## src/rtl/lbus_seq_pkg.sv

```systemverilog
package lbus_seq_pkg;

    localparam int DESC_W = 15;

    typedef enum logic [1:0] {
        ST_IDLE = 2'd0,
        ST_ADDR = 2'd1,
        ST_DATA = 2'd2,
        ST_GAP  = 2'd3
    } seq_state_e;

    typedef struct packed {
        logic [3:0] gap;
        logic [2:0] step;
        logic       burst_en;
        logic       bterm_en;
        logic       rdy_en;
        logic       pf_cnt_en;
        logic       pf_dis;
        logic [3:0] pf_cnt;
    } desc_t;

endpackage

```

## src/rtl/lbus_desc_unpack.sv

```systemverilog
module lbus_desc_unpack
    import lbus_seq_pkg::*;
(
    input  logic [DESC_W-1:0] raw,
    output desc_t             fields
);
    always_comb begin
        fields.gap       = raw[3:0];
        fields.burst_en  = raw[6];
        fields.bterm_en  = raw[7];
        fields.rdy_en    = raw[8];
        fields.pf_cnt_en = raw[9];
        fields.pf_dis    = raw[10];
        fields.pf_cnt    = raw[14:11];
        case (raw[5:4])
            2'b00:   fields.step = 3'd1;
            2'b01:   fields.step = 3'd2;
            default: fields.step = 3'd4;
        endcase
    end
endmodule

```

## src/rtl/lbus_burst_policy.sv

```systemverilog
module lbus_burst_policy
    import lbus_seq_pkg::*;
#(
    parameter int LEN_W = 8,
    parameter int CAP   = 4,
    localparam int BEAT_W = (CAP > 1) ? $clog2(CAP) : 1
) (
    input  desc_t             desc,
    input  logic              is_write,
    input  logic [LEN_W-1:0]  words_left,
    input  logic [BEAT_W-1:0] beats,
    input  logic              bterm_pin,
    input  logic              term_req,
    output logic              last_word,
    output logic              restart
);
    always_comb begin
        if (is_write)            last_word = (words_left == LEN_W'(1));
        else if (desc.pf_dis)    last_word = 1'b1;
        else if (desc.pf_cnt_en) last_word = (words_left == LEN_W'(1));
        else                     last_word = term_req;

        if (!desc.burst_en)      restart = 1'b1;
        else if (desc.bterm_en)  restart = bterm_pin;
        else                     restart = (beats == BEAT_W'(CAP - 1));
    end
endmodule

```

## src/rtl/lbus_gap_ctr.sv

```systemverilog
module lbus_gap_ctr (
    input  logic       clk,
    input  logic       rst,
    input  logic       load,
    input  logic [3:0] load_val,
    output logic       expire
);
    logic [3:0] cnt_d, cnt_q;

    always_comb begin
        cnt_d = cnt_q;
        if (load)               cnt_d = load_val;
        else if (cnt_q != 4'd0) cnt_d = cnt_q - 4'd1;
    end

    always_ff @(posedge clk) begin
        if (rst) cnt_q <= 4'd0;
        else     cnt_q <= cnt_d;
    end

    assign expire = (cnt_q == 4'd1);

    // a loaded gap never exceeds the field range and counts down steadily
    assert_gap_countdown_R2: assert property (@(posedge clk) disable iff (rst)
        (!load && cnt_q != 4'd0) |=> (cnt_q == $past(cnt_q) - 4'd1));
endmodule

```

## src/rtl/lbus_cycle_seq.sv

```systemverilog
module lbus_cycle_seq
    import lbus_seq_pkg::*;
#(
    parameter int AW    = 32,
    parameter int DW    = 32,
    parameter int LEN_W = 8,
    parameter int CAP   = 4
) (
    input  logic              clk,
    input  logic              rst,
    input  logic              req_valid,
    output logic              req_ready,
    input  logic              req_write,
    input  logic [AW-1:0]     req_addr,
    input  logic [LEN_W-1:0]  req_len,
    input  logic [DW-1:0]     req_wdata,
    input  logic              req_term,
    input  logic [DESC_W-1:0] desc_word,
    input  logic              lb_ready,
    input  logic              lb_bterm,
    input  logic [DW-1:0]     lb_rdata,
    output logic              lb_ads,
    output logic              lb_dphase,
    output logic              lb_write,
    output logic [AW-1:0]     lb_addr,
    output logic [DW-1:0]     lb_wdata,
    output logic              rd_valid,
    output logic [DW-1:0]     rd_data,
    output logic              wr_ack,
    output logic              done,
    output logic              disc
);
    localparam int BEAT_W = (CAP > 1) ? $clog2(CAP) : 1;
    localparam int MON_W  = $clog2(CAP + 1) + 1;

    typedef struct packed {
        seq_state_e        state;
        logic [AW-1:0]     addr;
        logic [LEN_W-1:0]  left;
        logic [BEAT_W-1:0] beats;
        desc_t             desc;
        logic              write;
        logic              pend_restart;
    } seq_t;

    seq_t  st_d, st_q;
    desc_t desc_in;
    logic  complete, last_word, restart, gap_load, gap_expire;

    lbus_desc_unpack i_unpack (
        .raw    (desc_word),
        .fields (desc_in)
    );

    lbus_burst_policy #(.LEN_W(LEN_W), .CAP(CAP)) i_policy (
        .desc       (st_q.desc),
        .is_write   (st_q.write),
        .words_left (st_q.left),
        .beats      (st_q.beats),
        .bterm_pin  (lb_bterm),
        .term_req   (req_term),
        .last_word  (last_word),
        .restart    (restart)
    );

    lbus_gap_ctr i_gap (
        .clk      (clk),
        .rst      (rst),
        .load     (gap_load),
        .load_val (st_q.desc.gap),
        .expire   (gap_expire)
    );

    assign complete = (st_q.state == ST_DATA) && (!st_q.desc.rdy_en || lb_ready);

    always_comb begin
        st_d     = st_q;
        gap_load = 1'b0;
        case (st_q.state)
            ST_IDLE: begin
                if (req_valid) begin
                    st_d.state = ST_ADDR;
                    st_d.addr  = req_addr;
                    st_d.write = req_write;
                    st_d.desc  = desc_in;
                    st_d.beats = '0;
                    if (req_write)
                        st_d.left = (req_len == '0) ? LEN_W'(1) : req_len;
                    else if (desc_in.pf_cnt == 4'd0)
                        st_d.left = LEN_W'(1);
                    else
                        st_d.left = LEN_W'(desc_in.pf_cnt);
                end
            end
            ST_ADDR: st_d.state = ST_DATA;
            ST_DATA: begin
                if (complete) begin
                    if (last_word) begin
                        st_d.state = ST_IDLE;
                    end else begin
                        st_d.addr  = st_q.addr + AW'(st_q.desc.step);
                        st_d.left  = st_q.left - LEN_W'(1);
                        st_d.beats = restart ? '0 : st_q.beats + BEAT_W'(1);
                        if (st_q.desc.gap != 4'd0) begin
                            gap_load          = 1'b1;
                            st_d.pend_restart = restart;
                            st_d.state        = ST_GAP;
                        end else begin
                            st_d.state = restart ? ST_ADDR : ST_DATA;
                        end
                    end
                end
            end
            ST_GAP: begin
                if (gap_expire) st_d.state = st_q.pend_restart ? ST_ADDR : ST_DATA;
            end
            default: st_d.state = ST_IDLE;
        endcase
    end

    always_ff @(posedge clk) begin
        if (rst) begin
            st_q.state        <= ST_IDLE;
            st_q.addr         <= '0;
            st_q.left         <= '0;
            st_q.beats        <= '0;
            st_q.desc         <= '0;
            st_q.write        <= 1'b0;
            st_q.pend_restart <= 1'b0;
        end else begin
            st_q <= st_d;
        end
    end

    assign req_ready = (st_q.state == ST_IDLE);
    assign lb_ads    = (st_q.state == ST_ADDR);
    assign lb_dphase = (st_q.state == ST_DATA);
    assign lb_write  = st_q.write;
    assign lb_addr   = st_q.addr;
    assign lb_wdata  = req_wdata;
    assign rd_data   = lb_rdata;
    assign rd_valid  = complete && !st_q.write;
    assign wr_ack    = complete && st_q.write;
    assign done      = complete && last_word;
    assign disc      = done && !st_q.write && st_q.desc.pf_dis;

    // Port-level beat counter used only by the burst-cap check
    logic [MON_W-1:0] mon_beats_d, mon_beats_q;
    always_comb begin
        mon_beats_d = mon_beats_q;
        if (lb_ads)                 mon_beats_d = '0;
        else if (rd_valid || wr_ack) mon_beats_d = mon_beats_q + MON_W'(1);
    end
    always_ff @(posedge clk) begin
        if (rst) mon_beats_q <= '0;
        else     mon_beats_q <= mon_beats_d;
    end

    assert_ads_then_data_R6: assert property (@(posedge clk) disable iff (rst)
        lb_ads |=> lb_dphase);

    assert_single_cycle_R6: assert property (@(posedge clk) disable iff (rst)
        ((rd_valid || wr_ack) && !done && !st_q.desc.burst_en) |=> !lb_dphase);

    assert_ready_hold_R3: assert property (@(posedge clk) disable iff (rst)
        (lb_dphase && st_q.desc.rdy_en && !lb_ready) |=> (lb_dphase && $stable(lb_addr)));

    assert_burst_cap_R4: assert property (@(posedge clk) disable iff (rst)
        (lb_dphase && st_q.desc.burst_en && !st_q.desc.bterm_en) |-> (mon_beats_q < MON_W'(CAP)));

    assert_prefetch_off_R7: assert property (@(posedge clk) disable iff (rst)
        (rd_valid && st_q.desc.pf_dis) |-> (done && disc));

    assert_desc_held_R11: assert property (@(posedge clk) disable iff (rst)
        (lb_ads || lb_dphase) |=> (req_ready || $stable(st_q.desc)));

    assert_idle_after_done_R12: assert property (@(posedge clk) disable iff (rst)
        done |=> (req_ready && !lb_ads && !lb_dphase));

    assert_reset_idle_R12: assert property (@(posedge clk)
        rst |=> (req_ready && !lb_ads && !lb_dphase));
endmodule

```

## config.mk

```make
export PLATFORM = sky130hd
export DESIGN_NAME = lbus_cycle_seq
export DESIGN_NICKNAME = d
export VERILOG_FILES = /design/src/rtl/lbus_seq_pkg.sv /design/src/rtl/lbus_desc_unpack.sv /design/src/rtl/lbus_burst_policy.sv /design/src/rtl/lbus_gap_ctr.sv /design/src/rtl/lbus_cycle_seq.sv
export SDC_FILE = /design/constraint.sdc
export NUM_CORES = 1
export LEC_CHECK = 0
export CORE_ASPECT_RATIO = 1.5
export CORE_MARGIN = 5
export CORE_UTILIZATION = 30
export DETAILED_ROUTE_END_ITERATION = 10
export PLACE_DENSITY_LB_ADDON = 0.05
export SETUP_SLACK_MARGIN = 0.05
export SLEW_MARGIN = 10
export SYNTH_ARGS = -nofsm -noshare
export SYNTH_HDL_FRONTEND = slang
export SYNTH_HIERARCHICAL = 1
export SYNTH_SLANG_ARGS = --single-unit
export TNS_END_PERCENT = 30
```

## constraint.sdc

```tcl
create_clock -name clk -period 5.7 [get_ports clk]
set_input_delay 0.855 -clock clk [delete_from_list [all_inputs] [get_ports clk]]
set_output_delay 0.855 -clock clk [all_outputs]
set_load 0.005 [all_outputs]
```

======== Word-level counts from Yosys, hierarchy flattened ========
Index checks and enable logic that the tools add are counted.
word-level totals
  flip-flop bits (word level) ............. 66
  output and inout port bits .............. 104
operators by class
  reductions and logical operators ........ 21
  bitwise logic cells ..................... 1
  $add $sub $neg .......................... 4
  eq/ne operators ......................... 11
  muxes and demuxes ....................... 26
operator list
  cell                                                 count
  one-hot mux 42 bit (2 select lines)                  1
  two-way mux 61 bit                                   1
  two-way mux 44 bit                                   1
  two-way mux 42 bit                                   1
  adder 32 x 3 -> 32 bit                               1
  two-way mux 8 bit                                    2
  two-way mux 2 bit                                    6
  two-way mux 4 bit                                    3
  two-way mux 1 bit                                    9
  equality test 8 x 1 -> 1 bit, second input constant  1
  zero test 8 bit                                      1
  one-hot mux 2 bit (4 select lines)                   1
  AND reduction 4 bit                                  2
  nonzero test 4 bit                                   2
  subtractor 8 x 1 -> 8 bit, second input constant     1
  equality test 2 bit, second input constant           3
  logical AND 1 bit                                    6
  inequality test 2 bit, second input constant         3
  one-hot mux 3 bit (2 select lines)                   1
  equality test 2 x 1 -> 1 bit, second input constant  2
  equality test 4 x 1 -> 1 bit, second input constant  1
  zero test 2 bit                                      2
  zero test 4 bit                                      1
  nonzero test 2 bit                                   2
  other kinds (8)                                      9

======== Logic depth before layout (Yosys ltp) ========
  word-level depth ........................ 8
  gate-level depth with buffers ........... 10
  depth with buffers taken out ............ 8

======== Modules after synthesis ========
The synthesis kept the hierarchy.
by module, submodules not included
  module             times used  area each (um^2)  cells an instance
  lbus_cycle_seq     1           4,408.0           586
  lbus_gap_ctr       1           246.5             27
  lbus_desc_unpack   1           111.4             16
  lbus_burst_policy  1           67.6              9

======== Worst setup path after synthesis ========
OpenSTA, ideal clock, no wires.
  kind .................................... input to register
  start ................................... input req_term
  end ..................................... register st_q, in the netlist lb_addr[2]
  data arrival time ....................... 2,388 ps
  cell stages on the path ................. 9
  data required time ...................... 5,568 ps
  slack ................................... 3,180 ps
  setup time .............................. 132 ps
  cell sequence ........................... nor4_1 -> nor2_1 -> nand2b_1 -> o22ai_1 -> nand2_1 -> buf_2 -> buf_2 -> a311oi_1 -> nor3_1
on the way
  cells in the longest elaborated chain, start to end .. 5
RTL lines
  what                             line                     text
  from (decl)                      lbus_cycle_seq.sv:17     input logic req_term,
  two-way mux 1 bit                lbus_burst_policy.sv:20  else if (desc.pf_cnt_en) last_word = (words_left == LEN_W'(1));
  two-way mux 1 bit                lbus_burst_policy.sv:19  else if (desc.pf_dis) last_word = 1'b1;
  two-way mux 1 bit                lbus_burst_policy.sv:18  if (is_write) last_word = (words_left == LEN_W'(1));
  named net last_word              lbus_cycle_seq.sv:48     logic complete, last_word, restart, gap_load, gap_expire;
  inequality test 2 bit (no line)  -
  AND reduction 4 bit (no line)    -
  to (signal assigned)             lbus_cycle_seq.sv:131    st_q <= st_d;
  to (decl)                        lbus_cycle_seq.sv:46     seq_t st_d, st_q;
The timed path passes the listed nets, and every way through them passes these cells.
A chain may end at the register's enable or synchronous reset.

======== Worst setup path after layout ========
  start ................................... register st_q[61] in the netlist's numbering
  end ..................................... output disc
on the way
  cells in the longest elaborated chain, start to end .. 5
RTL lines
  what                             line                   text
  equality test 2 bit              lbus_cycle_seq.sv:74   assign complete = (st_q.state == ST_DATA) && (!st_q.desc.rdy_en || lb_ready);
  logical AND 1 bit                lbus_cycle_seq.sv:74
  logical AND 1 bit                lbus_cycle_seq.sv:144  assign done = complete && last_word;
  logical AND 1 bit (2 in series)  lbus_cycle_seq.sv:145  assign disc = done && !st_q.write && st_q.desc.pf_dis;
  to (decl)                        lbus_cycle_seq.sv:31   output logic disc
No other way between the ends.

==> metrics.cfg <==
[timing]
min_period_ns = 3.64
tightest_slew_ns = 0.861
setup_violations = 0
timing.fmax_ghz = 0.274
relSlewSlack_pct = 42.3
min_period_over_period_pct = 63.9
setup_tns_ns = 0
finalHoldViolCount = 0
maxSlewViolCount = 0
grt_setup_unrepaired = false
setup_ws_ns = 2.06
skew_ns = 0.0101

[finish]
area_delta_synth_final_pct = 14.3
final_common_cell = clkdlybuf4s50_1
n_antenna_cell = 0
drive_gt1_share_pct = 7.65
final_cell_mix = clkdlybuf4s50_1 (100), nand2_1 (69), dfxtp_1 (62)
layout.nets = 730

[die]
start_util_pct = 30.2
fp.dieArea_mm2 = 0.0183
fp.dieW_um = 112
ioPinCount = 230
core-area_mm2 = 0.0156
rows = 56
fp.dieH_um = 163

[global_routing]
grt_max_degree = 59
grtUsageTotal_pct = 16.8
antenna_found_initial = 0
grt_overflow = 0
grt_pass1_wl_um = 24300
grt_pass1_vias = 4336

[cts]
cts.clk_slew.worst_paths_ns = 0.05
clk_latency_ns = 0.33
htreeDepth = 3
clock_path_buffers = 2
cts_resized = 0
cts_sinks = 62
cts_tree = done
hold_buffers = 0
cts_root_buffer = clkbuf_16
numCtsBuffers = 9
cts_setup_buffers = 0

[worst_setup_path]
crit_type = register to output port
critPathSlowestCell = dfxtp_1
path_cells = nand2b_1 > inv_2 > nand2_1 > nor2_1 > and3_1 > clkdlybuf4s50_1
critPathRequiredTime_ns = 4.85
critPathMaxStageDelay_ns = 0.75
worst-path-buf-inv = 2
end_kind = output port
start_kind = register
crit_arrival_ns = 2.79
path_delay_family = buffers and inverters
path_max_fanout = 33

[routing]
wl_per_cell_um = 19.6
drt_iter0_markers = 234
wl_um = 15800
drt_pass1_iterations = 4
ant_nets = 0
drc = 0
num_vias = 4359
avgViaCountPerCell = 5.42

[placed_design]
io_buffer_count = 101
dpl.hpwl_um = 11500
place.gp.congestion = 0.828
place_ws_ns = 2.10

[run]
max-cap-violations = 0

[power_and_ir_drop]
vdd_ir_drop_max_v = 0.000176
p_leak_nw = 1.92
p_per_area_mw_per_mm2 = 388

[logic_synthesis]
ys.warnings.count = 6
syn_area_mm2 = 0.00470
avgSynthCellArea_um2 = 7.56
synthCells = 622
syn_nets = 756

[hold_path]
hold_path_class = register to register

[status]
outcome = finished clean

==> per-layer routing <==
metal | GRT usage (%) | up-vias | routed length [µm]
li1 | - | 2091 | -
met1 | 19.4 | 2083 | 6550
met2 | 30.4 | 151 | 8160
met3 | 3.82 | 34 | 822
met4 | 5.69 | 0 | 272
met5 | 0 | - | 0
==> sequential cells by signal, summed over array words and instances, names as in the netlist <==
register	flops
lb_addr	32
i_gap/cnt_q	4
st_q	25
lb_write	1
==> final timing paths <==
kind	startpoint	end	cells past startpoint	slack, ns
worst max register to register	st_q[23]	lb_addr[7]	9	2.76
worst min-delay path	st_q[9]	st_q[9]	2	0.47
worst min register to register	st_q[9]	st_q[9]	2	0.47
worst max-delay path	st_q[61]	disc	6	2.06
==> stage by stage <==
stage / instances / hold WS [ns] / power, mW / util [%] / area [µm²]
after detailed placement: 788 / 0.461 / 1.50 / 32.5 / 5060
after global routing: 804 / 0.494 / 2.22 / 34.6 / 5380
final: 804 / 0.470 / 2.09 / 34.6 / 5380
after CTS: 804 / 0.469 / 2.11 / 34.6 / 5380
after global placement: 788 / 0.456 / 1.49 / 32.5 / 5060
after floorplan: 622 / 0.437 / 1.25 / - / 4700
==> tightest hold or removal path: cells and delay by family (launching register included) <==
family / cells / cell delay (ns)
flops: 1 / 0.31
simple gates: 1 / 0.05
compound gates: 1 / 0.05
==> where the power goes <==
part / internal, mW / leakage (nW) / switching (mW)
Combinational: 0.377 / 1.26 / 0.434
Clock: 0.394 / 0.157 / 0.206
Sequential: 0.527 / 0.508 / 0.148
Total: 1.30 / 1.92 / 0.788
==> area by class of cell <==
type                    instances  area [µm²]
well taps                     203         254
multi-input cells             403        2460
clock buffers                  12         246
clock inverters                 4        70.1
fillers                      1720       10200
flip-flops and latches         62        1240
repair buffers                108        1060
inverters                      12        45.0
No activity file was read; power rests on OpenSTA's default activity.
